File: config.mk
export PLATFORM = sky130hd
export DESIGN_NAME = mul10_quad_unit
export DESIGN_NICKNAME = d
export VERILOG_FILES = /design/src/rtl/mul10_quad_unit.sv
export SDC_FILE = /design/constraint.sdc
export NUM_CORES = 1
export LEC_CHECK = 0
export BUFFER_PORTS_ARGS = -buffer_cell sky130_fd_sc_hd__buf_2
export CORE_MARGIN = 3
export CORE_UTILIZATION = 31
export CTS_BUF_LIST = sky130_fd_sc_hd__clkbuf_4 sky130_fd_sc_hd__clkbuf_8
export DETAILED_ROUTE_END_ITERATION = 7
export GPL_TIMING_DRIVEN = 0
export PLACE_DENSITY = 0.52
export SLEW_MARGIN = 30
export SYNTH_ARGS = -nofsm -noshare
export SYNTH_HDL_FRONTEND = slang
export SYNTH_SLANG_ARGS = --single-unit
File: constraint.sdc
create_clock -name clk -period 5.35 [get_ports clk]
set_clock_uncertainty 0.2 [all_clocks]
set_input_delay 0.2675 -clock clk [delete_from_list [all_inputs] [get_ports clk]]
set_output_delay 0.2675 -clock clk [all_outputs]
set_load 0.1 [all_outputs]
File: src/rtl/mul10_quad_unit.sv
module mul10_quad_unit #(
  parameter int DW = 128
) (
  input  logic          clk,
  input  logic          rst_n,
  input  logic          in_valid,
  input  logic [31:0]   instr,
  input  logic [DW-1:0] src_a,
  input  logic [DW-1:0] src_b,
  output logic          out_valid,
  output logic          out_illegal,
  output logic [DW-1:0] out_result
);
  localparam int HW   = DW / 2;
  localparam int DIGW = 4;
  localparam int SW   = HW + DIGW;
  localparam logic [5:0] PRIMARY = 6'd4;

  wire [4:0] sub     = instr[10:6];
  wire       claim   = in_valid & instr[0];
  wire       known   = (instr[31:26] == PRIMARY) && (instr[5:1] == 5'd0) &&
                       !sub[4] && (sub[2:1] == 2'b00);
  wire       ext     = sub[0];
  wire       car     = ~sub[3];
  wire       bad     = ~known | (~ext & (|instr[15:11]));
  wire [DIGW-1:0] cin = ext ? src_b[DIGW-1:0] : '0;

  wire [SW-1:0] lo_x   = {{DIGW{1'b0}}, src_a[HW-1:0]};
  wire [SW-1:0] lo_sum = (lo_x << 3) + (lo_x << 1) + {{HW{1'b0}}, cin};

  logic          s1_v, s1_bad, s1_car;
  logic [HW-1:0] s1_lo, s1_hia;
  logic [DIGW-1:0] s1_c;

  always_ff @(posedge clk or negedge rst_n) begin
    if (!rst_n) begin
      s1_v   <= 1'b0;
      s1_bad <= 1'b0;
      s1_car <= 1'b0;
      s1_lo  <= '0;
      s1_hia <= '0;
      s1_c   <= '0;
    end else begin
      s1_v   <= claim;
      s1_bad <= bad;
      s1_car <= car;
      s1_lo  <= lo_sum[HW-1:0];
      s1_c   <= lo_sum[SW-1:HW];
      s1_hia <= src_a[DW-1:HW];
    end
  end

  wire [SW-1:0] hi_x   = {{DIGW{1'b0}}, s1_hia};
  wire [SW-1:0] hi_sum = (hi_x << 3) + (hi_x << 1) + {{HW{1'b0}}, s1_c};

  logic o_car;

  always_ff @(posedge clk or negedge rst_n) begin
    if (!rst_n) begin
      out_valid   <= 1'b0;
      out_illegal <= 1'b0;
      out_result  <= '0;
      o_car       <= 1'b0;
    end else begin
      out_valid   <= s1_v;
      out_illegal <= s1_v & s1_bad;
      o_car       <= s1_v & s1_car;
      if (!s1_v || s1_bad)
        out_result <= '0;
      else if (s1_car)
        out_result <= {{(DW-DIGW){1'b0}}, hi_sum[SW-1:HW]};
      else
        out_result <= {hi_sum[HW-1:0], s1_lo};
    end
  end

  a_r9_fixed_latency: assert property (@(posedge clk) disable iff (!rst_n)
    out_valid |-> $past(in_valid, 2) && $past(instr[0], 2));

  a_r5_rc_zero_ignored: assert property (@(posedge clk) disable iff (!rst_n)
    (in_valid && !instr[0]) |-> ##2 !out_valid);

  a_r8_illegal_blank: assert property (@(posedge clk) disable iff (!rst_n)
    out_illegal |-> (out_valid && out_result == '0));

  a_r3_narrow_carry: assert property (@(posedge clk) disable iff (!rst_n)
    (out_valid && !out_illegal && o_car) |-> (out_result[DW-1:DIGW] == '0));

  a_r10_idle_quiet: assert property (@(posedge clk) disable iff (!rst_n)
    !out_valid |-> (!out_illegal && out_result == '0));
endmodule

# Yosys cells after proc, flatten, opt, wreduce, memory -nomap -nowiden
# Cells that the tools add are included.
# classes
n_addsub,4
mul,0
div_mod_pow,0
order_cmp,0
eq_ne,1
n_shift,0
n_mux,3
bitwise_logic,7
n_reduce_logical,9
# op_table
operator,n
two-way mux 128 bit,2
adder 67 x 65 -> 68 bit,2
adder 68 x 4 -> 68 bit,2
== test 6 x 3 -> 1 bit (second input constant),1
zero test 5 bit,1
OR reduction 5 bit,1
two-way mux 4 bit,1
AND 1 bit,3
logical AND 1 bit,3
inverter 1 bit,3
zero test 1 bit,2
zero test 2 bit,1
logical OR 1 bit,1
OR 1 bit,1
# word_totals
reg_bits,265
latchBits,0
ram_bits,0
romBits,0
in_bits,291
elab_cells,33
memories,0

# Longest topological paths before layout
# Gate-level depths: netlist of run 1.
# depth
word_depth,6
depth_mapped,14
mapped_depth_nobuf,14

# Least setup slack after synthesis of run 1
# Ideal clock, no wire load.
# synth_timing
kind,reg2reg
start,reg s1_hia[0]
end,reg out_result[2]
setup_time_ps,122
arrival_time_ps,3430
required_ps,5028
path_slack_ps,1599
stages_incl_launch_ff,14
path_buffers,0
synth_period_minus_slack_ps,3751
path_cell_list,dfrtp_1 > inv_1 > fa_1 > fa_1 > nand2b_1 > a211oi_1 > o2111ai_1 > nand3_1 > o21ba_1 > o2111ai_1 > a2111oi_0 > o21ai_1 > a21o_1 > a32o_1
# synth_between
elab_chain_len,4
# synth_lines
item,line,rtl
start: declaration,32,"logic [HW-1:0] s1_lo, s1_hia;"
start signal: assignment,49,s1_hia <= src_a[DW-1:HW];
adder 67 x 65 -> 68 bit,54,"wire [SW-1:0] hi_sum = (hi_x << 3) + (hi_x << 1) + {{HW{1'b0}}, s1_c};"
adder 68 x 4 -> 68 bit,54,
two-way mux 128 bit,70,else if (s1_car)
two-way mux 128 bit,68,if (!s1_v || s1_bad)
end signal: assignment,71,"out_result <= {{(DW-DIGW){1'b0}}, hi_sum[SW-1:HW]};"
end signal: assignment,73,"out_result <= {hi_sum[HW-1:0], s1_lo};"
end: declaration,12,output logic [DW-1:0] out_result
# No other way between the ends.

# Worst setup path after layout of run 1
# layout_timing
start,in src_a[1]
end,reg s1_c[2]
# layout_between
elab_chain_len,2
# layout_lines
item,line,rtl
start: declaration,8,"input logic [DW-1:0] src_a,"
adder 67 x 65 -> 68 bit,29,"wire [SW-1:0] lo_sum = (lo_x << 3) + (lo_x << 1) + {{HW{1'b0}}, cin};"
adder 68 x 4 -> 68 bit,29,
named net lo_sum[66],29,
end signal: assignment,48,s1_c <= lo_sum[SW-1:HW];
end: declaration,33,logic [DIGW-1:0] s1_c;
# The timed path passes the listed nets, and every way through them passes these cells.

==> out/qor.yml, run 1 <==
outcome:
  run_status: "finished clean"
finish:
  fin_area_sq_um: 21600
  layout.core_utilization: 0.409
  area_growth_syn_to_layout_pct: 29.5
  total_number_of_nets_in_the_final_design: 2715
  post_route_cells_drive_above_1_share: 0.184
clocking:
  cts_tree: "built"
  clock_sinks: 265
  tritoncts.num_buffers: 50
  cts_buffer_depth: 3
  root_buffer: "sky130_fd_sc_hd__clkbuf_8"
  cts-htree-levels: 2
  clkSlewWorstSetupHoldPaths_ns: 0.06
  clock_latency_of_the_later_clocked_register_in_the_worst_skew_pair_ns: 0.63
  post-cts-setup-buffer-count: 0
sta:
  max_clock_freq_mhz: 196
  layout_setup_ws_ns: 0.239
  timing.final.hold_violations: 0
  fin_worst_hold_slack_ns: 0.0716
  post-route-period-util: 0.955
  unrepaired_setup_endpoints_after_global_routing: "false"
  slew_headroom: 0.380
  tightest_slew_ns: 0.924
  setup_violations: 0
  slew_viol_final: 0
  period_needed_ns: 5.11
drt:
  via_per_inst: 4.91
  route.vias.total: 14300
  drt_pre_antenna_iters: 6
  antenna_left: 0
  totalWireLength_mm: 49.6
  route.detailed.drc: 0
  average_wire_per_standard_cell_um: 17.1
  drtIter0Drc: 801
global_routing:
  grt_usage: 0.173
  grt_pass1_vias: 15000
  grt_max_degree: 86
  global_route_wire_length_before_repair_mm: 78.3
  grt_antenna_before_repair: 5
  overflow: 0
yosys:
  async_reset_ff_frac: 1.00
  netlist_area_sq_um: 16700
  yosysSeqAreaShare: 0.397
  synth_cells: 1688
  yosysWarningCount: 0
  synth_fp_nets: 2237
  synth-main-ff-cell: "sky130_fd_sc_hd__dfrtp_1"
  synth.avg_cell_area_sq_um: 9.88
  edff_count_synth: 0
  postSynthRegisterBits: 265
  synth.distinct_cells: 69
setup_path:
  crit_path_start_kind: "input port"
  cp-end-kind: "register"
  cp.buffers_inverters: 4
  worst-path-max-fanout: 5
  path_common_cell: "sky130_fd_sc_hd__dlygate4sd3_1"
  cp_slowest_stage_delay_ns: 0.57
  crit_required_ns: 5.71
  setup.worst_path.class: "input port to register"
  dominant_delay_contributor_by_cell_family_on_the_critical_path: "compound AO/OA/AOI/OAI gates"
  critical-path-slowest-cell: "sky130_fd_sc_hd__dlygate4sd3_1"
  timing.critical_path.cells: "dlygate4sd3_1, buf_2, ha_1, dlygate4sd3_1, ha_1, fa_1, a21o_1, a21oi_1, o21ba_2, o211ai_1, a31oi_2, o21ai_1, a21oi_1, nor2_1, a31oi_1, xnor2_1, dlygate4sd3_1"
  cp.arrival_ns: 5.47
placement:
  place_ws_ns: 0.340
  gp_routability_congestion: 0.872
  dp_hpwl_mm: 38.5
  dpl_cell_area_sq_um: 19100
  placement.io_buffers: 286
min_path:
  hp-class: "input port to register"
power_and_ir_drop:
  max-vdd-ir-drop_mv: 0.183
  power_density_nw_per_um2: 279
  power_leakage_nw: 10.9
floorplan:
  fp.dieH_um: 238
  dieArea_sq_um: 56600
  placement_rows: 84
  die_width_um: 238
  start_util: 0.316
  placeableCoreArea_sq_um: 52900
  io_pins: 421
flow_run:
  maxCapViolations: 0
-- cells in the mapped netlist (3+ instances only) --
cell type                   number  area (sq um)
sky130_fd_sc_hd__xor2_1         45           394
sky130_fd_sc_hd__o221ai_1        3          26.3
sky130_fd_sc_hd__o21bai_1       30           225
sky130_fd_sc_hd__nand4_1        32           200
sky130_fd_sc_hd__nand3_1        30           150
sky130_fd_sc_hd__a21oi_1       157           786
sky130_fd_sc_hd__and4_1          5          43.8
sky130_fd_sc_hd__o211ai_1       11          82.6
sky130_fd_sc_hd__o31ai_1        10          75.1
sky130_fd_sc_hd__o21ai_1        32           160
sky130_fd_sc_hd__a31o_1          3          26.3
sky130_fd_sc_hd__a2111oi_0       5          43.8
sky130_fd_sc_hd__nand2b_1       13          81.3
sky130_fd_sc_hd__buf_2           3          15.0
sky130_fd_sc_hd__nor4_1          7          43.8
sky130_fd_sc_hd__ha_1          254          3180
sky130_fd_sc_hd__nand2_1       109           409
sky130_fd_sc_hd__a21o_1         78           586
sky130_fd_sc_hd__o21ai_0        55           275
sky130_fd_sc_hd__dfrtp_1       265          6630
sky130_fd_sc_hd__inv_1          45           169
sky130_fd_sc_hd__a211o_1         4          35.0
sky130_fd_sc_hd__a221oi_1        3          26.3
sky130_fd_sc_hd__or3_1           8          50.1
sky130_fd_sc_hd__clkbuf_1       57           214
sky130_fd_sc_hd__nor2_1        122           458
sky130_fd_sc_hd__a21boi_0        5          37.5
sky130_fd_sc_hd__o2111ai_1       4          35.0
sky130_fd_sc_hd__a21boi_1        3          22.5
sky130_fd_sc_hd__nor3_1         20           100
sky130_fd_sc_hd__fa_1            4          80.1
sky130_fd_sc_hd__and2_1         81           507
sky130_fd_sc_hd__and3_1         11          68.8
sky130_fd_sc_hd__xnor2_1        73           639
sky130_fd_sc_hd__nor2b_1        18           113
sky130_fd_sc_hd__a211oi_1        5          37.5
sky130_fd_sc_hd__o21a_1         18           135
sky130_fd_sc_hd__a31oi_1        18           113
-- cells by family (layout without fill, tap and decap cells) --
logic type	after synthesis	after routing	synth area share
AOI/OAI and AO/OA	472	472	0.181
xor gates and xnor gates	118	118	0.0619
and+or+nand+nor	467	467	0.139
adders and majority gates	258	258	0.195
muxes	3	3	0.00187
buffers and inverters	105	624	0.0238
DFF	265	265	0.397
other	0	5	0
-- flip-flops by register name (all words and copies together), names as in the netlist --
signal,count
s1_hia,64
s1_lo,64
out_illegal,1
s1_bad,1
out_result,128
s1_v,1
s1_car,1
s1_c,4
out_valid,1
-- worst register-to-register path: cells and delay by family, from the launching register on --
family	cells	cell delay [ns]
simple gates	2	0.65
buf+inv	2	0.14
compound gates	7	2.33
fa+ha+maj	2	0.85
mux	1	0.16
flops	1	0.39
-- through the flow --
stage	setup TNS, ns	total power, mW	std cells
floorplan	0	3.32	1688
global placement	-270.30	3.77	2662
detailed placement	0	3.78	2665
CTS	0	6.14	2895
global route	0	6.44	2898
finish	0	6.03	2900
-- metal layers --
layer  track usage  up-vias  part of all wire
li1              -     7042                 -
met1         0.215     6712              0.44
met2         0.295      396              0.47
met3        0.0400       99             0.060
met4        0.0625        2             0.032
met5             0        -           0.00014
-- power by group --
| part | switching (mW) | internal [mW] | total, mW |
|---|---|---|---|
| Sequential | 0.0543 | 2.17 | 2.22 |
| Clock | 0.928 | 1.24 | 2.17 |
| Combinational | 0.943 | 0.691 | 1.63 |
-- cells in the final DEF, fill, tap and decap left out, types with 7 or more instances in the layout --
master | synthesis | layout
sky130_fd_sc_hd__o21ai_0 | 55 | 55
sky130_fd_sc_hd__a31oi_1 | 18 | 17
sky130_fd_sc_hd__clkbuf_8 | 0 | 63
sky130_fd_sc_hd__dlygate4sd3_1 | 0 | 136
sky130_fd_sc_hd__ha_1 | 254 | 254
sky130_fd_sc_hd__nor2_1 | 122 | 122
sky130_fd_sc_hd__o21ai_1 | 32 | 32
sky130_fd_sc_hd__nand2b_1 | 13 | 13
sky130_fd_sc_hd__a21o_1 | 78 | 78
sky130_fd_sc_hd__nand3_1 | 30 | 30
sky130_fd_sc_hd__nor4_1 | 7 | 7
sky130_fd_sc_hd__or3_1 | 8 | 8
sky130_fd_sc_hd__a21oi_1 | 157 | 157
sky130_fd_sc_hd__o21bai_1 | 30 | 30
sky130_fd_sc_hd__o21a_1 | 18 | 18
sky130_fd_sc_hd__and3_1 | 11 | 11
sky130_fd_sc_hd__o211ai_1 | 11 | 11
sky130_fd_sc_hd__nor3_1 | 20 | 20
sky130_fd_sc_hd__and2_1 | 81 | 81
sky130_fd_sc_hd__nand2_1 | 109 | 109
sky130_fd_sc_hd__dfrtp_1 | 265 | 265
sky130_fd_sc_hd__nor2b_1 | 18 | 18
sky130_fd_sc_hd__buf_2 | 3 | 288
sky130_fd_sc_hd__xnor2_1 | 73 | 73
sky130_fd_sc_hd__clkinv_2 | 0 | 10
sky130_fd_sc_hd__o31ai_1 | 10 | 10
sky130_fd_sc_hd__clkbuf_4 | 0 | 10
sky130_fd_sc_hd__nand4_1 | 32 | 32
sky130_fd_sc_hd__clkbuf_1 | 57 | 57
sky130_fd_sc_hd__inv_1 | 45 | 45
sky130_fd_sc_hd__xor2_1 | 45 | 45
-- layout make-up --
| class | instances | area, sq um |
|---|---|---|
| fill | 5294 | 31300 |
| multi-input combinational | 1318 | 9680 |
| sequential | 265 | 6630 |
| timing repair buffer | 426 | 2910 |
| clock buffer | 73 | 942 |
| tap | 688 | 861 |
| buffer | 60 | 229 |
| clock inverter | 20 | 176 |
| inverter | 45 | 169 |
| antenna | 5 | 12.5 |
-- worst paths after layout --
check	start	to	slack [ns]	depth (start not counted)
max	src_a[1]	s1_c[2]	0.24	17
min	src_a[12]	s1_lo[15]	0.07	4
max reg2reg	s1_hia[2]	out_result[125]	0.46	14
min reg2reg	s1_v	out_valid	0.20	0
max in group asynchronous	rst_n	s1_lo[49]	3.62	5
min in group asynchronous	rst_n	s1_hia[30]	0.58	4
-- timing repair --
action,CTS,global route
endpoints found under the hold margin,304,0
hold buffers,137,0
resized for setup,0,1
setup endpoints to repair,0,1
No activity file was read; power rests on OpenSTA's default activity.
==> inputs of run 2 (changes only) <==
--- a/config.mk
+++ b/config.mk
@@ -5,13 +5,14 @@
 export SDC_FILE = /design/constraint.sdc
 export NUM_CORES = 1
 export LEC_CHECK = 0
+export ABC_AREA = 1
 export BUFFER_PORTS_ARGS = -buffer_cell sky130_fd_sc_hd__buf_2
 export CORE_MARGIN = 3
 export CORE_UTILIZATION = 31
 export CTS_BUF_LIST = sky130_fd_sc_hd__clkbuf_4 sky130_fd_sc_hd__clkbuf_8
 export DETAILED_ROUTE_END_ITERATION = 7
 export GPL_TIMING_DRIVEN = 0
-export PLACE_DENSITY = 0.52
+export PLACE_DENSITY = 0.51
 export SLEW_MARGIN = 30
 export SYNTH_ARGS = -nofsm -noshare
 export SYNTH_HDL_FRONTEND = slang
==> run 2 against run 1 <==
Clock-buffer cell count grew 2. Routed wire length grew 41%. Final area grew 15%. Via count grew 35%. Combinational power grew 18%. Global-route usage grew 3.4 points. Critical path depth grew 1. Die area grew 18%. Sequential share of layout area shrank 4.1 points. Non-clock buffer count shrank 28. Hold slack gained 0.0032 ns. Sequential power is essentially flat.
==> out/qor.yml, run 2 <==
power_and_ir_drop:
  max-vdd-ir-drop_mv: 0.182
  power_leakage_nw: 13.3
  power_density_nw_per_um2: 254
  power.share.combinational: 0.303
  internal_power_mw: 4.10
  power_switching_mw: 2.23
  power.share.switching: 0.352
  p_seq_frac: 0.351
  share_clk_of_total_power: 0.345
  overall_power_mw: 6.33
sta:
  setup_violations: 0
  slew_viol_final: 0
  period_needed_ns: 3.69
  setup_tns_ns: 0
  fin_worst_hold_slack_ns: 0.0748
  slew_headroom: 0.559
  max_clock_freq_mhz: 271
  unrepaired_setup_endpoints_after_global_routing: "false"
  timing.final.hold_violations: 0
  post-route-period-util: 0.689
  tightest_slew_ns: 0.662
floorplan:
  fp.dieH_um: 258
  placeableCoreArea_sq_um: 62300
  die_width_um: 258
  placement_rows: 91
  start_util: 0.316
  dieArea_sq_um: 66600
  io_pins: 421
yosys:
  yosysSeqAreaShare: 0.337
  yosysTopAreaCellShare: 0.337
  synth.distinct_cells: 45
  synth_fp_nets: 3323
  netlist_top_cells_count: "sky130_fd_sc_hd__nand2_1 (769), sky130_fd_sc_hd__nor2_1 (401), sky130_fd_sc_hd__inv_1 (371), sky130_fd_sc_hd__dfrtp_1 (265), sky130_fd_sc_hd__ha_1 (254)"
  edff_count_synth: 0
  synth_cells: 2774
  synthMostInstantiatedCell: "sky130_fd_sc_hd__nand2_1"
  yosysWarningCount: 0
  synth_top_cells_by_area: "sky130_fd_sc_hd__dfrtp_1 (34%), sky130_fd_sc_hd__ha_1 (16%), sky130_fd_sc_hd__nand2_1 (15%)"
  postSynthRegisterBits: 265
  synth-main-ff-cell: "sky130_fd_sc_hd__dfrtp_1"
  async_reset_ff_frac: 1.00
  netlist_area_sq_um: 19700
  post-synth-top-area-cell: "sky130_fd_sc_hd__dfrtp_1"
  synth.avg_cell_area_sq_um: 7.10
setup_path:
  timing.critical_path.cells: "dlygate4sd3_1, buf_2, nand2_1, inv_1, ha_1, dlygate4sd3_1, ha_1, fa_1, nand3_1, nand2_2, nand2_1, nand2_2, a21oi_2, o21ai_1, nand2_1, nand2_1, nand2_1, nand2_1"
  setup.worst_path.class: "input port to register"
  dominant_delay_contributor_by_cell_family_on_the_critical_path: "buffers and inverters"
  critical_path.reg2reg.startpoint: "s1_hia[0]"
  cp.arrival_ns: 3.99
  regToRegEndpoint: "out_result[2]"
  r2r_cells: 17
  path_common_cell: "sky130_fd_sc_hd__nand2_1"
  cp_slowest_stage_delay_ns: 0.56
  crit_path_start_kind: "input port"
  cp-end-kind: "register"
  worst-path-max-fanout: 4
  critical-path-slowest-cell: "sky130_fd_sc_hd__dlygate4sd3_1"
  timing.reg2reg.setup_slack_ns: 2.09
  crit_required_ns: 5.65
  cp.buffers_inverters: 4
placement:
  dp_hpwl_mm: 58.8
  gp_routability_congestion: 0.984
  placement.io_buffers: 286
drt:
  drt_pre_antenna_iters: 7
  route.vias.total: 19200
  totalWireLength_mm: 69.9
  drtIter0Drc: 954
  average_wire_per_standard_cell_um: 16.9
  via_per_inst: 4.63
  route.detailed.drc: 0
  antenna_left: 0
min_path:
  hold-path-cell-count: 4
  hp-class: "input port to register"
  worst_hold_path.endpoint: "s1_lo[22]"
  hold_path.startpoint: "src_a[19]"
global_routing:
  overflow: 0
  global_route_wire_length_before_repair_mm: 107
  grt_max_degree: 70
  grt_antenna_before_repair: 4
  grt_pass1_vias: 19500
  grt_usage: 0.207
finish:
  largest_register_ff_count: 128
  layout.core_utilization: 0.400
  layout.cells.most_common: "sky130_fd_sc_hd__nand2_1"
  area_growth_syn_to_layout_pct: 26.4
  largest_registers: "out_result x128, s1_hia x64, s1_lo x64"
  most-common-layout-cells: "sky130_fd_sc_hd__nand2_1 (769), sky130_fd_sc_hd__nor2_1 (401), sky130_fd_sc_hd__inv_1 (371), sky130_fd_sc_hd__buf_2 (286), sky130_fd_sc_hd__dfrtp_1 (265)"
  post_route_cells_drive_above_1_share: 0.152
  max_flop_register: "out_result"
  total_number_of_nets_in_the_final_design: 3812
clocking:
  tritoncts.num_buffers: 49
  clkSlewWorstSetupHoldPaths_ns: 0.06
  cts_buffer_depth: 3
  root_buffer: "sky130_fd_sc_hd__clkbuf_8"
  cts-htree-levels: 2
  cts_tree: "built"
  clock_latency_of_the_later_clocked_register_in_the_worst_skew_pair_ns: 0.63
  clock_sinks: 265
  post-cts-setup-buffer-count: 0
  ctsResizeCount: 0
  hold_bufs_at_cts: 148
flow_run:
  maxCapViolations: 0
outcome:
  run_status: "finished clean"
==> run 2: cell count changes in the layout (fill, tap and decap cells not counted), sizes merged, moves of 33 or more <==
cell    delta
nand2    +685
o21ai     +33
nand3     +74
a21oi     +45
clkbuf    -40
nor2     +309
inv      +363
a21o      -71
xnor2     -69
and2      -76
==> run 2: power groups by stage <==
stage / clock network (mW) / registers [mW] / logic (mW)
floorplan: 0 / 2.24 / 1.19
global placement: 0 / 2.26 / 1.80
detailed placement: 0 / 2.26 / 1.81
CTS: 2.30 / 2.23 / 1.93
global route: 2.37 / 2.24 / 2.16
finish: 2.19 / 2.22 / 1.92
==> run 2: cells by family (layout without fill, tap and decap cells) <==
logic type                 Yosys count  count (layout)  share of synthesized area
DFF                                265             265                      0.337
and+or+nand+nor                   1409            1409                      0.294
other                                0               1                          0
AOI/OAI and AO/OA                  374             374                      0.104
adders and majority gates          258             258                      0.165
buffers and inverters              429             958                     0.0822
xor gates and xnor gates            39              39                     0.0173
==> run 2: worst reg2reg max path, stage by stage (launching register included) <==
cell                      delay (ns)
sky130_fd_sc_hd__dfrtp_1        0.35
sky130_fd_sc_hd__inv_1          0.09
sky130_fd_sc_hd__fa_1           0.53
sky130_fd_sc_hd__fa_1           0.46
sky130_fd_sc_hd__inv_1          0.09
sky130_fd_sc_hd__nand2_1        0.07
sky130_fd_sc_hd__nand2_1        0.09
sky130_fd_sc_hd__nand3_1        0.08
sky130_fd_sc_hd__nand2_2        0.14
sky130_fd_sc_hd__nand2_1        0.08
sky130_fd_sc_hd__nand2_2        0.11
sky130_fd_sc_hd__nand2_1        0.16
sky130_fd_sc_hd__nand2_1        0.15
sky130_fd_sc_hd__nand2_1        0.13
sky130_fd_sc_hd__nand3_1        0.10
sky130_fd_sc_hd__nand3_1        0.10
sky130_fd_sc_hd__nand2_1        0.09
sky130_fd_sc_hd__inv_1          0.08
==> run 2: cell type report <==
class | count | area (sq um)
buffer | 20 | 85.1
fill | 6701 | 37400
antenna | 1 | 2.50
clock buffer | 75 | 982
multi-input combinational | 2080 | 11400
tap | 837 | 1050
clock inverter | 16 | 144
sequential | 265 | 6630
inverter | 409 | 1540
timing repair buffer | 438 | 3030
==> run 2: how the worst max path moves through the flow <==
| stage | start | to | slack (ns) | cells past startpoint |
|---|---|---|---|---|
| 2_1_floorplan | s1_hia[0] | out_result[2] | 2.79 | 17 |
| 3_3_place_gp | rst_n | out_result[56] | -1.35 | 1 |
| 3_5_place_dp | s1_hia[1] | out_result[2] | 2.03 | 18 |
| 4_1_cts | src_b[2] | s1_lo[60] | 1.77 | 18 |
| 5_1_grt | src_b[2] | s1_lo[54] | 1.56 | 20 |
| 6_report | src_b[2] | s1_lo[60] | 1.66 | 18 |
==> run 2: metrics by stage <==
step,instance area (sq um),setup slack (ns),instances
6_report,24900,1.66,4141
2_1_floorplan,19700,2.79,2774
3_5_place_dp,22300,2.03,3901
5_1_grt,24900,1.56,4141
3_3_place_gp,22200,-1.35,3897
4_1_cts,24900,1.77,4140
==> run 2: layer usage <==
metal | track usage | vias up | share of wire
li1 | - | 9830 | -
met1 | 0.242 | 8776 | 0.41
met2 | 0.385 | 445 | 0.51
met3 | 0.0263 | 129 | 0.041
met4 | 0.0777 | 4 | 0.039
met5 | 0 | - | 0.00036
==> inputs of run 3 (changes only) <==
==> constraint.sdc (replaced) <==
create_clock -name clk -period 3.6 [get_ports clk]
set_clock_uncertainty 0.2 [all_clocks]
set_input_delay 0.18 -clock clk [delete_from_list [all_inputs] [get_ports clk]]
set_output_delay 0.18 -clock clk [all_outputs]
set_load 0.1 [all_outputs]
==> run 3 against run 2 <==
Via count grew 2.6%. Routed wire length grew 1.3%. Die area is the same. First-iteration DRC count shrank 0.94%. Combinational power grew 56%. Final area grew 4.6%. Critical endpoint is now s1_c[1]. Largest power group unchanged.
==> out/qor.yml, run 3 (synthesized netlist as in run 2, its figures left out) <==
outcome:
  run_status: "finished clean"
floorplan:
  io_pins: 421
  start_util: 0.316
  placeableCoreArea_sq_um: 62300
  placement_rows: 91
  fp.dieH_um: 258
  dieArea_sq_um: 66600
  die_width_um: 258
sta:
  tightest_slew_ns: 0.664
  period_needed_ns: 3.53
  layout_setup_ws_ns: 0.0733
  slew_viol_final: 0
  setup_tns_ns: 0
  max_clock_freq_mhz: 284
  setup_violations: 0
  fin_worst_hold_slack_ns: 0.0684
  slew_headroom: 0.558
  post-route-period-util: 0.980
  timing.final.hold_violations: 0
setup_path:
  timing.critical_path.cells: "dlygate4sd3_1, buf_2, ha_1, dlygate4sd3_1, ha_1, a21oi_2, o21ai_0, a21oi_2, nor2_1, nor2_1, nand2_1, nand2_1, nand2_1, nand2_1, nand2_1, dlygate4sd3_1"
  cp.arrival_ns: 3.84
  path_common_cell: "sky130_fd_sc_hd__nand2_1"
  setup.worst_path.class: "input port to register"
  cp_slowest_stage_delay_ns: 0.56
  crit_required_ns: 3.91
  cp.buffers_inverters: 4
  critical-path-slowest-cell: "sky130_fd_sc_hd__dlygate4sd3_1"
  dominant_delay_contributor_by_cell_family_on_the_critical_path: "buffers and inverters"
  cp-end-kind: "register"
  crit_path_start_kind: "input port"
  worst-path-max-fanout: 4
clocking:
  root_buffer: "sky130_fd_sc_hd__clkbuf_8"
  clock_sinks: 265
  clkSlewWorstSetupHoldPaths_ns: 0.06
  clock_latency_of_the_later_clocked_register_in_the_worst_skew_pair_ns: 0.63
  cts_tree: "built"
  tritoncts.num_buffers: 49
  cts-htree-levels: 2
  cts_buffer_depth: 3
finish:
  fin_area_sq_um: 26000
  post_route_cells_drive_above_1_share: 0.150
  fill_cells: 6641
  layout.cells.most_common: "sky130_fd_sc_hd__nand2_1"
  layoutNonFillerInstCount: 4251
  total_number_of_nets_in_the_final_design: 3922
  area_growth_syn_to_layout_pct: 32.2
  largest_register_ff_count: 128
  layout.core_utilization: 0.418
  most-common-layout-cells: "sky130_fd_sc_hd__nand2_1 (769), sky130_fd_sc_hd__nor2_1 (401), sky130_fd_sc_hd__inv_1 (371), sky130_fd_sc_hd__buf_2 (286), sky130_fd_sc_hd__dfrtp_1 (265)"
  largest_registers: "out_result x128, s1_hia x64, s1_lo x64"
  max_flop_register: "out_result"
power_and_ir_drop:
  power.share.switching: 0.350
  overall_power_mw: 9.56
  share_clk_of_total_power: 0.341
  power_leakage_nw: 13.8
  power_density_nw_per_um2: 367
  max-vdd-ir-drop_mv: 0.270
  power_switching_mw: 3.35
  p_seq_frac: 0.345
  internal_power_mw: 6.22
  power.share.combinational: 0.314
global_routing:
  grt_usage: 0.210
  global_route_wire_length_before_repair_mm: 109
  grt_antenna_before_repair: 4
  overflow: 0
  grt_pass1_vias: 20000
  grt_max_degree: 70
drt:
  route.detailed.drc: 0
  drtIter0Drc: 945
  totalWireLength_mm: 70.8
  route.vias.total: 19700
  drt_pre_antenna_iters: 6
  antenna_left: 0
  via_per_inst: 4.63
  average_wire_per_standard_cell_um: 16.6
flow_run:
  maxCapViolations: 0
placement:
  place_ws_ns: 0.284
  placement.io_buffers: 286
  dp_hpwl_mm: 58.8
  dpl_cell_area_sq_um: 22300
  gp_routability_congestion: 0.984
  placed_cells: 3901
min_path:
  hp-class: "input port to register"
## run 3: cell count changes in the layout (fill, tap and decap cells not counted)
cell,delta
sky130_fd_sc_hd__o21ai_2,+2
sky130_fd_sc_hd__fa_1,-1
sky130_fd_sc_hd__nor4_1,-1
sky130_fd_sc_hd__dlygate4sd3_1,+110
sky130_fd_sc_hd__nor4_2,+1
sky130_fd_sc_hd__o21ai_1,-2
sky130_fd_sc_hd__a21oi_2,+5
sky130_fd_sc_hd__a21oi_1,-5
sky130_fd_sc_hd__nor3_2,+1
sky130_fd_sc_hd__fa_2,+1
sky130_fd_sc_hd__nor3_1,-1
## run 3: what timing repair did
item,4_1_cts,5_1_grt
resized for setup,0,10
endpoints found under the setup margin,0,8
buffers inserted,0,0
hold buffers,258,0
endpoints found under the hold margin,334,0
## run 3: final timing paths
path	startpoint	end	slack [ns]	depth (start not counted)
max reg2reg	s1_hia[2]	out_result[2]	0.35	17
max in group asynchronous	rst_n	out_result[32]	1.78	6
min	src_a[50]	s1_lo[53]	0.07	5
max	src_a[19]	s1_c[1]	0.07	16
min in group asynchronous	rst_n	s1_hia[20]	0.47	4
min reg2reg	s1_v	out_valid	0.20	0
## run 3: power by group through the flow
| stage | Combinational (mW) | Clock, mW | Sequential, mW |
|---|---|---|---|
| floorplan | 1.76 | 0 | 3.33 |
| global placement | 2.68 | 0 | 3.36 |
| detailed placement | 2.69 | 0 | 3.36 |
| CTS | 3.00 | 3.41 | 3.31 |
| global route | 3.36 | 3.54 | 3.32 |
| finish | 3.00 | 3.26 | 3.30 |
## run 3: layout make-up
cell class,instances,area [sq um],area share
flip-flops and latches,265,6630,0.255
clock inverters,16,144,0.00553
multi-input cells,2080,11500,0.441
repair buffers,548,4130,0.159
clock buffers,75,982,0.0377
diodes,1,2.50,0.0000961
plain buffers,20,85.1,0.00327
well taps,837,1050,0.0402
inverters,409,1540,0.0590
## run 3: metal layers
layer | GRT usage | vias up | wire length [um]
met5 | 0 | - | 25
li1 | - | 10000 | -
met2 | 0.390 | 468 | 35800
met1 | 0.245 | 9042 | 29200
met4 | 0.0797 | 4 | 2780
met3 | 0.0275 | 128 | 2980
## run 3: tightest hold or removal path, cell delays in order
cell,delay [ns]
sky130_fd_sc_hd__buf_2,0.10
sky130_fd_sc_hd__ha_1,0.13
sky130_fd_sc_hd__ha_1,0.21
sky130_fd_sc_hd__nand4_1,0.12
sky130_fd_sc_hd__nand2_1,0.11
